[config.mk]
export PLATFORM = sky130hd
export DESIGN_NAME = evlog_writer
export DESIGN_NICKNAME = d
export VERILOG_FILES = /design/src/rtl/evlog_pkg.sv /design/src/rtl/evlog_ctrl.sv /design/src/rtl/evlog_ring.sv /design/src/rtl/evlog_writer.sv
export SDC_FILE = /design/constraint.sdc
export NUM_CORES = 1
export LEC_CHECK = 0
export ABC_CLOCK_PERIOD_IN_PS = 2300
export BUFFER_PORTS_ARGS = -buffer_cell sky130_fd_sc_hd__buf_2
export CAP_MARGIN = 20
export CORE_MARGIN = 2
export CORE_UTILIZATION = 49
export CTS_BUF_LIST = sky130_fd_sc_hd__clkbuf_4
export CTS_CLUSTER_SIZE = 20
export DETAILED_ROUTE_END_ITERATION = 10
export PLACE_DENSITY_LB_ADDON = 0.05
export SLEW_MARGIN = 20
export SYNTH_ARGS = -nofsm -noshare
export SYNTH_HDL_FRONTEND = slang
export SYNTH_SLANG_ARGS = --single-unit
export TNS_END_PERCENT = 10
[constraint.sdc]
create_clock -name clk -period 2.3 [get_ports clk]
set_clock_uncertainty 0.05 [all_clocks]
set_input_delay 0 -clock clk [delete_from_list [all_inputs] [get_ports clk]]
set_output_delay 0 -clock clk [all_outputs]
set_load 0.005 [all_outputs]
[src/rtl/evlog_pkg.sv]
package evlog_pkg;

  typedef enum logic [1:0] {
    RA_CTRL = 2'd0,
    RA_HEAD = 2'd1,
    RA_TAIL = 2'd2,
    RA_NONE = 2'd3
  } reg_addr_e;

  localparam int EN_BIT  = 0;
  localparam int IE_BIT  = 1;
  localparam int OVF_BIT = 2;
  localparam int CTRL_BITS = 3;

endpackage

[src/rtl/evlog_ctrl.sv]
module evlog_ctrl
  import evlog_pkg::*;
#(
  parameter int IDX_W = 3,
  parameter int REG_W = 3
) (
  input  logic             clk,
  input  logic             rst,
  input  logic             wr_en,
  input  logic [1:0]       waddr,
  input  logic [REG_W-1:0] wdata,
  input  logic [1:0]       raddr,
  input  logic [IDX_W-1:0] tail,
  input  logic             ovf_hit,
  output logic [REG_W-1:0] rdata,
  output logic [IDX_W-1:0] head,
  output logic             log_active,
  output logic             ovf,
  output logic             ie,
  output logic             halt,
  output logic             irq
);

  logic             en_q, ie_q, ovf_q, halt_q, irq_q;
  logic             en_d, ie_d, ovf_d, halt_d;
  logic [IDX_W-1:0] head_q, head_d;
  logic [REG_W-1:0] rdata_q, rdata_d;
  logic             ctrl_wr, head_wr, en_rise;

  assign ctrl_wr = wr_en && (reg_addr_e'(waddr) == RA_CTRL);
  assign head_wr = wr_en && (reg_addr_e'(waddr) == RA_HEAD);
  assign en_rise = ctrl_wr && wdata[EN_BIT] && !en_q;

  always_comb begin
    en_d   = en_q;
    ie_d   = ie_q;
    ovf_d  = ovf_q;
    halt_d = halt_q;
    head_d = head_q;
    if (ctrl_wr) begin
      en_d = wdata[EN_BIT];
      ie_d = wdata[IE_BIT];
      if (wdata[OVF_BIT]) ovf_d = 1'b0;
      // resume only if the flag was already clear before this write
      if (en_rise && !ovf_q) halt_d = 1'b0;
    end
    if (head_wr) head_d = wdata[IDX_W-1:0];
    if (ovf_hit) begin
      ovf_d  = 1'b1;
      halt_d = 1'b1;
    end
  end

  always_comb begin
    rdata_d = '0;
    case (reg_addr_e'(raddr))
      RA_CTRL: begin
        rdata_d[EN_BIT]  = en_q;
        rdata_d[IE_BIT]  = ie_q;
        rdata_d[OVF_BIT] = ovf_q;
      end
      RA_HEAD: rdata_d[IDX_W-1:0] = head_q;
      RA_TAIL: rdata_d[IDX_W-1:0] = tail;
      default: rdata_d = '0;
    endcase
  end

  always_ff @(posedge clk) begin
    if (rst) begin
      en_q    <= 1'b0;
      ie_q    <= 1'b0;
      ovf_q   <= 1'b0;
      halt_q  <= 1'b0;
      head_q  <= '0;
      irq_q   <= 1'b0;
      rdata_q <= '0;
    end else begin
      en_q    <= en_d;
      ie_q    <= ie_d;
      ovf_q   <= ovf_d;
      halt_q  <= halt_d;
      head_q  <= head_d;
      irq_q   <= ovf_d & ie_d;
      rdata_q <= rdata_d;
    end
  end

  assign rdata      = rdata_q;
  assign head       = head_q;
  assign log_active = en_q && !halt_q && !ovf_q;
  assign ovf        = ovf_q;
  assign ie         = ie_q;
  assign halt       = halt_q;
  assign irq        = irq_q;

endmodule

[src/rtl/evlog_ring.sv]
module evlog_ring #(
  parameter int REC_W = 32,
  parameter int IDX_W = 3
) (
  input  logic             clk,
  input  logic             rst,
  input  logic             active,
  input  logic             ev_valid,
  input  logic [REC_W-1:0] ev_data,
  input  logic [IDX_W-1:0] head,
  output logic             ev_ready,
  output logic [IDX_W-1:0] tail,
  output logic             ovf_hit,
  output logic             mem_we,
  output logic [IDX_W-1:0] mem_addr,
  output logic [REC_W-1:0] mem_wdata
);

  logic             ready_q;
  logic [IDX_W-1:0] tail_q, tail_inc;
  logic             full, fire, accept;
  logic             we_q;
  logic [IDX_W-1:0] addr_q;
  logic [REC_W-1:0] data_q;

  assign tail_inc = tail_q + 1'b1;
  assign full     = (tail_inc == head);
  assign fire     = ev_valid && ready_q;
  assign accept   = fire && active && !full;
  assign ovf_hit  = fire && active && full;

  always_ff @(posedge clk) begin
    if (rst) begin
      ready_q <= 1'b0;
      tail_q  <= '0;
      we_q    <= 1'b0;
      addr_q  <= '0;
      data_q  <= '0;
    end else begin
      ready_q <= 1'b1;
      we_q    <= accept;
      if (accept) begin
        addr_q <= tail_q;
        data_q <= ev_data;
        tail_q <= tail_inc;
      end
    end
  end

  assign ev_ready  = ready_q;
  assign tail      = tail_q;
  assign mem_we    = we_q;
  assign mem_addr  = addr_q;
  assign mem_wdata = data_q;

endmodule

[src/rtl/evlog_writer.sv]
module evlog_writer #(
  parameter  int REC_W = 32,
  parameter  int IDX_W = 3,
  localparam int REG_W = (IDX_W > 3) ? IDX_W : 3
) (
  input  logic             clk,
  input  logic             rst,
  input  logic             ev_valid,
  output logic             ev_ready,
  input  logic [REC_W-1:0] ev_data,
  input  logic             reg_wr_en,
  input  logic [1:0]       reg_waddr,
  input  logic [REG_W-1:0] reg_wdata,
  input  logic [1:0]       reg_raddr,
  output logic [REG_W-1:0] reg_rdata,
  output logic             mem_we,
  output logic [IDX_W-1:0] mem_addr,
  output logic [REC_W-1:0] mem_wdata,
  output logic             irq
);

  logic [IDX_W-1:0] head_w, tail_w;
  logic             active_w, ovf_hit_w, ovf_w, ie_w, halt_w;

  evlog_ctrl #(.IDX_W(IDX_W), .REG_W(REG_W)) u_ctrl (
    .clk        (clk),
    .rst        (rst),
    .wr_en      (reg_wr_en),
    .waddr      (reg_waddr),
    .wdata      (reg_wdata),
    .raddr      (reg_raddr),
    .tail       (tail_w),
    .ovf_hit    (ovf_hit_w),
    .rdata      (reg_rdata),
    .head       (head_w),
    .log_active (active_w),
    .ovf        (ovf_w),
    .ie         (ie_w),
    .halt       (halt_w),
    .irq        (irq)
  );

  evlog_ring #(.REC_W(REC_W), .IDX_W(IDX_W)) u_ring (
    .clk       (clk),
    .rst       (rst),
    .active    (active_w),
    .ev_valid  (ev_valid),
    .ev_data   (ev_data),
    .head      (head_w),
    .ev_ready  (ev_ready),
    .tail      (tail_w),
    .ovf_hit   (ovf_hit_w),
    .mem_we    (mem_we),
    .mem_addr  (mem_addr),
    .mem_wdata (mem_wdata)
  );

endmodule

==> results of run 1 <==
area by class of cell:
cell class | instances | area [µm²]
Inverter | 2 | 7.51
Sequential cell | 51 | 1020
Timing Repair Buffer | 124 | 813
Multi-Input combinational cell | 159 | 883
Clock buffer | 6 | 45.0
Fill cell | 338 | 1130
Tap cell | 50 | 62.6
Clock inverter | 2 | 7.51
flip-flops by register name, summed over array words and instances, names as in the netlist:
signal,cells
u_ctrl.en_q,1
u_ctrl.ovf,1
u_ring.mem_wdata,32
u_ctrl.head,3
u_ctrl.rdata,3
u_ring.mem_we,1
u_ctrl.ie,1
u_ring.ev_ready,1
u_ring.mem_addr,3
u_ring.tail,3
u_ctrl.irq,1
u_ctrl.halt,1
cells in the final DEF, fill, tap and decap left out, types with 2 or more instances in the layout:
cell type      instances
mux2i_1                8
o21ai_0               38
nand2_1                2
a22oi_1                2
dfxtp_1               51
dlygate4sd3_1         36
buf_2                 83
clkinv_1               2
clkbuf_4               6
nor3_1                 2
nand3_1               37
buf_4                  5
nor2_1                15
inv_1                  2
a21oi_1               40
power groups by stage:
| stage | Combinational, W | Clock (W) | Sequential [W] |
|---|---|---|---|
| after floorplan | 0.0000535 | 0 | 0.000917 |
| after global placement | 0.000107 | 0 | 0.000918 |
| after detailed placement | 0.000108 | 0 | 0.000918 |
| after CTS | 0.000154 | 0.000399 | 0.000898 |
| after global routing | 0.000172 | 0.000433 | 0.000900 |
| final | 0.000157 | 0.000389 | 0.000898 |
per-layer routing:
layer	wire length (µm)	part of all wire	global-route usage
met3	343	0.065	0.0543
met1	2320	0.44	0.284
met4	61	0.012	0.0750
met2	2550	0.48	0.401
met5	0	0	0
cell families (layout without fill, tap and decap cells):
family                     after synthesis  in the layout
muxes                                    8              8
DFF                                     51             51
buffers and inverters                   23            134
adders and majority gates                1              1
xor gates and xnor gates                 3              3
and+or+nand+nor                         66             66
AOI/OAI and AO/OA                       81             81
how the worst max path moves through the flow:
stage / endpoint / slack, ns / cells past startpoint
2_1_floorplan: u_ring.mem_wdata[25] / 0.61 / 6
3_3_place_gp: u_ring.tail[0] / 0.45 / 5
3_5_place_dp: u_ctrl.irq / 0.37 / 5
4_1_cts: u_ctrl.irq / 0.34 / 5
5_1_grt: u_ctrl.irq / 0.18 / 5
6_report: u_ctrl.irq / 0.36 / 5
per-stage QoR:
step	utilization	hold slack, ns	area, µm²	power (W)	setup slack [ns]
after detailed placement	0.611	0.207	2430	0.00103	0.366
after floorplan	-	0.0939	2000	0.000971	0.605
final	0.715	0.0126	2840	0.00144	0.365
after CTS	0.715	0.000703	2840	0.00145	0.337
after global placement	0.611	0.202	2430	0.00103	0.448
after global routing	0.715	0.00204	2840	0.00151	0.179
worst max-delay path: cells and delay by family (launching register included):
family / cells / cell delay (ns)
and+or+nand+nor: 2 / 0.64
DFF: 1 / 0.44
adders and majority gates: 1 / 0.28
xor gates and xnor gates: 1 / 0.28
AOI/OAI and AO/OA: 1 / 0.17
==> summary.md, run 1 <==
| Metric | Value |
|---|---|
| CP arrival | `2.17 ns` |
| Critical Path Fanout Max | `41` |
| Sequential area share after synthesis | `0.511` |
| Cells after Synth | `233` |
| PD cells | `509 nW/µm²` |
| GR Util All Layers | `0.231` |
| Starting density of the core | `0.503` |
| Top-count cell post-synth | `dfxtp_1` |
| Ratio of cells with drive above 1 in the final layout | `0.279` |
| Initial antenna violation count | `0` |
| Synth Flop Type | `dfxtp_1` |
| Post-CTS Hold Fix Bufs | `36` |
| Worst Setup SP | `u_ring.tail[0]` |
| Int Power | `0.00110 W` |
| H-tree depth | `2` |
| DIE WIDTH | `67.9 µm` |
| Post-synth EDFFs | `0` |
| Initial DRC count | `121` |
| Final Max Slew Viols | `0` |
| Placed cell count | `350` |
| Worst vdd rail ir drop | `roughly 0.00034 V` |
| ANT nets after route | `0` |
| First-pass GRT wire length | `8140 µm` |
| Combinational power share | `0.109` |
| Total grt overflow | `0` |
| CTS tree | `built` |
| WL per Instance | `13.4 µm` |
| Vias per std cell | `5.28` |
| Post-synthesis mux area share | `0.0401` |
| Worst reg-to-reg setup slack | `0.36 ns` |
| P_leak | `about 1.2 nW` |
| Post-Synth Adder-Cell Area | `0.00626` |
| Worst-Margin Slew | `0.892 ns` |
| CTS Root Cell | `clkbuf_4` |
| Setup Viol. Count Final | `0` |
| Yosys cell types | `29` |
| Sink Count | `51` |
| Clock share of power | `0.269` |
| R2r startpoint | `u_ring.tail[0]` |
| Largest net degree at the start of global routing | `52` |
| Delay of the slowest cell on the worst path | `0.50 ns` |
| Routability cong. | `0.696` |
| Min-delay src | `reg_waddr[1]` |
| Net count, final | `387` |
| Synthesized flop and latch total | `51` |
| Switching share of power | `0.235` |
| Worst setup SP type | `flop` |
| Crit-path cells | `ha_1, xnor2_1, and3_4, a22oi_1, nor3_1` |
| Async set-reset flop share out of synthesis | `0` |
| Num ports | `84` |
| N_diodes | `0` |
| Compound-cell area share of the yosys netlist | `0.206` |
| Reg power frac | `0.622` |
| Std-Cell Rows | `23` |
| Synth warnings | `0` |
| Fin crit share | `0.842` |
| Non-filler cells, final | `394` |
| DP HPWL | `between 2000 and 3000 µm` |
| RSZ-0062 raised after global routing | `false` |
| Hold EP | `u_ctrl.en_q` |
| CP Capture Type | `flop` |
| Synth top area share | `0.511` |
| Worst-path clk slew | `0.13 ns` |
| Max_slew headroom | `0.405` |
| Number of CTS-inserted buffers | `5` |
| Syn nets | `277` |
| Die area | `~4600 µm²` |
| Synth Area per Inst | `8.58 µm²` |
| Die Y | `67.9 µm` |
| Setup_tns | `0 ns` |
| Worst Reg-to-Reg Cells | `5` |
| Net Sw Power | `~0.00034 W` |
| Setup bufs post-CTS | `0` |
| # resized after CTS | `0` |
| Max Clk Rate | `0.517 GHz` |
| Latest clock arrival within the worst-skew pair | `0.35 ns` |
| Biggest area consumer among synthesized cells | `dfxtp_1` |
| Core area | `3970 µm²` |
| Min Tclk post-route | `1.94 ns` |
| Vias in the first global route | `approximately 1,900` |
| Outcome | `finished, final reports clean` |
| Crit Reg-Reg Endpoint | `u_ctrl.irq` |
| Via count | `2,082` |
| Number of port buffers | `83` |
| Worst EP required | `2.53 ns` |
| Final hold violations | `0` |
| MaxCap Viol Count | `0` |
| Largest family of logic cells by synthesized area | `compound AO/OA/AOI/OAI gates` |
| Synth top area cells | `dfxtp_1 (51%), a21oi_1 (10%), o21ai_0 (9.5%), nand3_1 (9.3%), mux2i_1 (4.0%)` |
| Synth-to-Final Area Change | `42.1%` |
| Slowest stage cell, crit path | `and3_4` |
| Total Wirelength | `about 5300 µm` |
| Commonest cells in the netlist | `dfxtp_1 (51), a21oi_1 (40), o21ai_0 (38)` |
| DRT Pass-1 Iters | `4` |
| Hold WC Path Type | `input pin to flop` |
| Hold Crit Depth | `4` |
| Mapped Area | `about 2000 µm²` |
| Crit path kind | `flop to flop` |
| Post-Synth Simple-Gate Area | `0.170` |
| Post-synthesis xor/xnor area fraction | `0.0200` |
| Max Buffers Root-to-Sink | `2` |
| Drt drc | `0` |
(Power assumes the default switching activity.)
==> inputs of run 2 (changes only) <==
--- a/config.mk
+++ b/config.mk
@@ -5,11 +5,11 @@
 export SDC_FILE = /design/constraint.sdc
 export NUM_CORES = 1
 export LEC_CHECK = 0
-export ABC_CLOCK_PERIOD_IN_PS = 2300
+export ABC_CLOCK_PERIOD_IN_PS = 1600
 export BUFFER_PORTS_ARGS = -buffer_cell sky130_fd_sc_hd__buf_2
 export CAP_MARGIN = 20
 export CORE_MARGIN = 2
-export CORE_UTILIZATION = 49
+export CORE_UTILIZATION = 44
 export CTS_BUF_LIST = sky130_fd_sc_hd__clkbuf_4
 export CTS_CLUSTER_SIZE = 20
 export DETAILED_ROUTE_END_ITERATION = 10
==> constraint.sdc (replaced) <==
create_clock -name clk -period 1.6 [get_ports clk]
set_clock_uncertainty 0.05 [all_clocks]
set_input_delay 0 -clock clk [delete_from_list [all_inputs] [get_ports clk]]
set_output_delay 0 -clock clk [all_outputs]
set_load 0.005 [all_outputs]
==> run 2 against run 1 <==
Effect of this change: non-clock buffer count increased by 22; setup slack worse by 0.32 ns; utilization rose by 0.52 points; die area grew 11%; combinational power rose by 71%; critical path type unchanged.
==> summary.md, run 2 (synthesis gave the netlist of run 1 again) <==
| Metric | Value |
|---|---|
| Number of port buffers | `83` |
| Die area | `5100 µm²` |
| Worst reg-to-reg setup slack | `approximately 0.040 ns` |
| Worst-path clk slew | `0.15 ns` |
| Hold EP | `u_ctrl.en_q` |
| Final hold violations | `0` |
| Sink Count | `51` |
| Crit path kind | `flop to flop` |
| Via count | `2,145` |
| CTS Root Cell | `clkbuf_4` |
| Number of CTS-inserted buffers | `5` |
| Worst Reg-to-Reg Cells | `5` |
| Num ports | `84` |
| Hold Crit Depth | `5` |
| Min Tclk post-route | `1.56 ns` |
| Outcome | `finished, final reports clean` |
| Worst vdd rail ir drop | `0.000519 V` |
| First-pass GRT wire length | `roughly 9000 µm` |
| DIE WIDTH | `71.4 µm` |
| CP arrival | `1.81 ns` |
| CP Capture Type | `flop` |
| Initial antenna violation count | `0` |
| WL per Instance | `13.3 µm` |
| Std-Cell Rows | `24` |
| Min Hold Slack | `0.0812 ns` |
| Metal3 WL | `338 µm` |
| Setup Viol. Count Final | `0` |
| DP HPWL | `3430 µm` |
| Worst-Margin Slew | `0.422 ns` |
| Hold WC Path Type | `input pin to flop` |
| PD cells | `682 nW/µm²` |
| M1 WL | `2470 µm` |
| Starting density of the core | `0.459` |
| Die Y | `~70 µm` |
| ANT nets after route | `0` |
| Fillers | `346` |
| Final Max Slew Viols | `0` |
| Commonest non-fill, non-tap cell in the layout | `buf_2` |
| Synth-to-Final Area Change | `57.0%` |
| Total grt overflow | `0` |
| Worst setup SP type | `flop` |
| Drt drc | `0` |
| Latest clock arrival within the worst-skew pair | `~0.37 ns` |
| Max Buffers Root-to-Sink | `2` |
| Slowest stage cell, crit path | `or4_1` |
| Fin crit share | `0.975` |
| Net count, final | `410` |
| Power Total | `around 0.0021 W` |
| Worst setup margin | `0.0398 ns` |
| Highest Signal Layer | `met4` |
| Delay of the slowest cell on the worst path | `0.40 ns` |
| Crit Reg-Reg Endpoint | `u_ring.tail[2]` |
| Worst EP required | `1.85 ns` |
| Critical Path Fanout Max | `4` |
| Placed cell count | `368` |
| Non-filler cells, final | `419` |
| Max Clk Rate | `roughly 0.64 GHz` |
| Max_slew headroom | `0.719` |
| Initial DRC count | `64` |
| Ratio of cells with drive above 1 in the final layout | `0.335` |
| H-tree depth | `2` |
| Min-delay src | `reg_waddr[0]` |
| Largest net degree at the start of global routing | `32` |
| P_leak | `between 1 and 1.5 nW` |
| Crit-path cells | `ha_4, xnor2_4, nand2_1, or4_1, a31oi_1` |
| Routability cong. | `0.811` |
| RSZ-0062 raised after global routing | `true` |
| GR Util All Layers | `0.223` |
| MaxCap Viol Count | `0` |
| Setup WS pre-CTS | `-0.0966 ns` |
| Vias in the first global route | `2,020` |
| Max reg flops | `32` |
| Most frequent cells in the layout | `buf_2 (83), dfxtp_1 (48), dlygate4sd3_1 (41)` |
| CTS tree | `built` |
| N_diodes | `0` |
| DRT Pass-1 Iters | `4` |
| Vias per std cell | `just over 5` |
| Core area | `4350 µm²` |
| DR WL met2 | `between 2000 and 3000 µm` |
| Total Wirelength | `5550 µm` |
| R2r startpoint | `u_ring.tail[1]` |
## run 2: cell count changes in the layout (fill, tap and decap cells not counted), moves of 3 or more
cell,delta
dlygate4sd3_1,+5
o21ai_0,-8
o21ai_1,+8
buf_6,+6
buf_4,+9
dfxtp_1,-3
dfxtp_2,+3
## run 2: worst max-delay path: cells and delay by family (launching register included)
kind	cells	cell delay, ns
AND/OR/NAND/NOR	2	0.49
flip-flops	1	0.37
adder cells (fa/ha/maj)	1	0.30
AO/OA/AOI/OAI	1	0.16
XOR/XNOR	1	0.12
## run 2: how the worst max path moves through the flow
stage	startpoint	to	slack [ns]
after floorplan	u_ring.tail[0]	u_ring.mem_wdata[25]	-0.05
after global placement	u_ring.tail[0]	u_ring.mem_wdata[13]	-0.008
after detailed placement	u_ring.tail[0]	u_ring.mem_wdata[5]	-0.1
after CTS	u_ring.tail[0]	u_ring.mem_wdata[5]	0.02
after global routing	u_ring.tail[1]	u_ring.tail[2]	-0.04
final	u_ring.tail[1]	u_ring.tail[2]	0.04
## run 2: per-layer routing
metal,global-route usage,vias up
met5,0,-
met4,0.0587,0
met3,0.0591,5
met2,0.379,66
met1,0.281,978
li1,-,1096
## run 2: report_power, final
part | switching [W] | internal (W) | total (W)
clock | 0.000411 | 0.000168 | 0.000579
sequential | 0.00000992 | 0.00128 | 0.00129
combinational | 0.000110 | 0.000158 | 0.000268
total | 0.000531 | 0.00161 | 0.00214
## run 2: timing repair
action                                  CTS  global route
endpoints found under the hold margin    45             0
endpoints found under the setup margin   38            32
buffers inserted                          1             0
resized for setup                         5            17
pin swaps                                 3             2
gates cloned                              1             0
hold buffers                             42             0
## run 2: final cells by class
cell class,count,area [µm²],share of cell area
Timing Repair Buffer,146,1040,0.331
Sequential cell,51,1020,0.327
Multi-Input combinational cell,160,943,0.301
Tap cell,52,65.1,0.0207
Clock buffer,5,37.5,0.0120
Clock inverter,3,20.0,0.00638
Inverter,2,7.51,0.00239
## run 2: stage by stage
stage | setup TNS, ns | utilization | area [µm²]
3_5_place_dp | -1.28 | 0.593 | 2580
3_3_place_gp | -0.0343 | 0.593 | 2580
5_1_grt | -0.144 | 0.720 | 3140
6_report | 0 | 0.720 | 3140
2_1_floorplan | -0.950 | - | 2010
4_1_cts | 0 | 0.712 | 3100
==> inputs of run 3 (changes only) <==
--- a/config.mk
+++ b/config.mk
@@ -8,6 +8,7 @@
 export ABC_CLOCK_PERIOD_IN_PS = 1600
 export BUFFER_PORTS_ARGS = -buffer_cell sky130_fd_sc_hd__buf_2
 export CAP_MARGIN = 20
+export CORE_ASPECT_RATIO = 1.1
 export CORE_MARGIN = 2
 export CORE_UTILIZATION = 44
 export CTS_BUF_LIST = sky130_fd_sc_hd__clkbuf_4
==> run 3 against run 2 <==
Effect of this change: the run now ends with negative setup slack left; setup slack lost 0.099 ns; critical path depth increased by 1; design area grew 2.9%; count of clock-buffer cells in the layout is 1 higher; total power is 0.42% higher; via count rose by 1.3%; die area barely moved; wire length is 6.3% higher; global-route usage shrank 0.32 points; sequential share of layout area down 0.91 points; maximum frequency shrank 6.0%; highest routed layer unchanged; final cell count unchanged.
==> summary.md, run 3 (synthesis gave the netlist of run 1 again) <==
| Metric | Value |
|---|---|
| Outcome | `finished, violations left` |
| Failing checks | `negative setup slack` |
| Number of port buffers | `83` |
| CTS tree | `built` |
| R2r startpoint | `u_ring.tail[1]` |
| CP arrival | `around 1.9 ns` |
| Latest clock arrival within the worst-skew pair | `0.36 ns` |
| P_leak | `between 1 and 1.5 nW` |
| Drt drc | `0` |
| Total Wirelength | `5900 µm` |
| Max Clk Rate | `0.603 GHz` |
| Setup_tns | `-0.476 ns` |
| Via count | `2,172` |
| Worst setup SP type | `flop` |
| Most frequent cells in the layout | `buf_2 (83), dfxtp_1 (48), a21oi_1 (39), dlygate4sd3_1 (39), nand3_1 (37)` |
| ANT nets after route | `0` |
| Hold EP | `u_ctrl.rdata[0]` |
| Min-delay src | `reg_raddr[1]` |
| Total grt overflow | `0` |
| Largest net degree at the start of global routing | `52` |
| Ratio of cells with drive above 1 in the final layout | `0.334` |
| GR Util All Layers | `0.220` |
| Min Hold Slack | `0.0344 ns` |
| Worst Reg-to-Reg Cells | `6` |
| Hold Crit Depth | `4` |
| Max_slew headroom | `0.803` |
| CTS Root Cell | `clkbuf_4` |
| Min Tclk post-route | `~1.7 ns` |
| RSZ-0062 raised after global routing | `true` |
| Hold WC Path Type | `input pin to flop` |
| Final hold violations | `0` |
| Crit Reg-Reg Endpoint | `u_ring.mem_wdata[6]` |
| Routability cong. | `0.751` |
| MaxCap Viol Count | `0` |
| Worst vdd rail ir drop | `0.000592 V` |
| WL per Instance | `14.1 µm` |
| Critical Path Fanout Max | `8` |
| Number of CTS-inserted buffers | `5` |
| Worst-path clk slew | `0.13 ns` |
| Final Max Slew Viols | `0` |
| Die area | `5100 µm²` |
| Power Total | `0.00215 W` |
| Vias in the first global route | `1,947` |
| H-tree depth | `2` |
| Setup Viol. Count Final | `21` |
| Initial antenna violation count | `0` |
| Worst-Margin Slew | `0.296 ns` |
| Synth-to-Final Area Change | `61.5%` |
| Max reg flops | `32` |
| DRT Pass-1 Iters | `4` |
| Worst EP required | `1.84 ns` |
| Starting density of the core | `0.460` |
| DP HPWL | `3370 µm` |
| Net count, final | `408` |
| Fillers | `335` |
| Worst Setup SP | `u_ring.tail[1]` |
| Commonest non-fill, non-tap cell in the layout | `buf_2` |
| PD cells | `666 nW/µm²` |
| First-pass GRT wire length | `8460 µm` |
| Crit path kind | `flop to flop` |
| Max Buffers Root-to-Sink | `2` |
| Worst reg-to-reg setup slack | `-0.06 ns` |
| N_diodes | `0` |
| Initial DRC count | `82` |
| Die Y | `74.7 µm` |
| Std-Cell Rows | `25` |
| Fin crit share | `1.04` |
| Sink Count | `51` |
| DIE WIDTH | `between 60 and 70 µm` |
| Num ports | `84` |
| Core area | `between 4000 and 5000 µm²` |
| Worst setup margin | `-0.0593 ns` |
| Vias per std cell | `5.18` |
| CP Capture Type | `flop` |
[run 3: cell types whose count changed in the layout (fill, tap and decap cells not counted), moves of 2 or more]
cell           delta
clkinv_1          +2
clkinvlp_4        -2
o21ai_1           +4
dlygate4sd3_1     -2
buf_12            +4
buf_6             -6
o21ai_0           -5
clkbuf_16         +3
[run 3: cell type report]
cell class	count	area (µm²)	share of cell area
clock buffer	6	45.0	0.0140
clock inverter	2	7.51	0.00233
inverter	2	7.51	0.00233
multi-input combinational	159	948	0.294
sequential	51	1020	0.318
tap	54	67.6	0.0209
timing repair buffer	145	1130	0.349
[run 3: what timing repair did]
item / 4_1_cts / 5_1_grt
resized for setup: 3 / 21
endpoints found under the setup margin: 40 / 41
pin swaps: 5 / 17
buffers inserted: 1 / 1
cloned: 1 / 3
hold buffers: 39 / 0
hold endpoints to repair: 44 / 0
[run 3: how the worst max path moves through the flow]
stage          slack (ns)                    to  cells after the start
5_1_grt             -0.10   u_ring.mem_wdata[6]                      6
3_5_place_dp        -0.05   u_ring.mem_wdata[6]                      6
6_report            -0.06   u_ring.mem_wdata[6]                      6
2_1_floorplan       -0.05  u_ring.mem_wdata[25]                      6
3_3_place_gp       -0.002  u_ring.mem_wdata[11]                      6
4_1_cts             -0.01  u_ring.mem_wdata[25]                      6
[run 3: critical path, cell delays in order, from the launching register on]
cell,delay (ns)
dfxtp_2,0.36
ha_4,0.26
xnor2_4,0.18
and3_4,0.34
buf_12,0.15
o21ai_0,0.07
a21oi_1,0.18
[run 3: metal layers]
layer  routed length [µm]  up-vias  GRT usage
met5                    0        -          0
met4                   56        0     0.0489
li1                     -     1093          -
met3                  384       10     0.0553
met2                 3030       80      0.395
met1                 2430      989      0.263
[run 3: power breakdown]
part	internal, W	total (W)	switching (W)
clock	0.000181	0.000555	0.000374
combinational	0.000182	0.000302	0.000120
sequential	0.00128	0.00129	0.00000976
[run 3: metrics by stage]
stage / util / cell area [µm²] / instances / setup WS [ns]
floorplan: - / 2010 / 233 / -0.0462
global placement: 0.599 / 2610 / 366 / -0.00250
detailed placement: 0.599 / 2610 / 366 / -0.0525
CTS: 0.713 / 3100 / 415 / -0.0125
global route: 0.742 / 3230 / 419 / -0.101
finish: 0.742 / 3230 / 419 / -0.0593
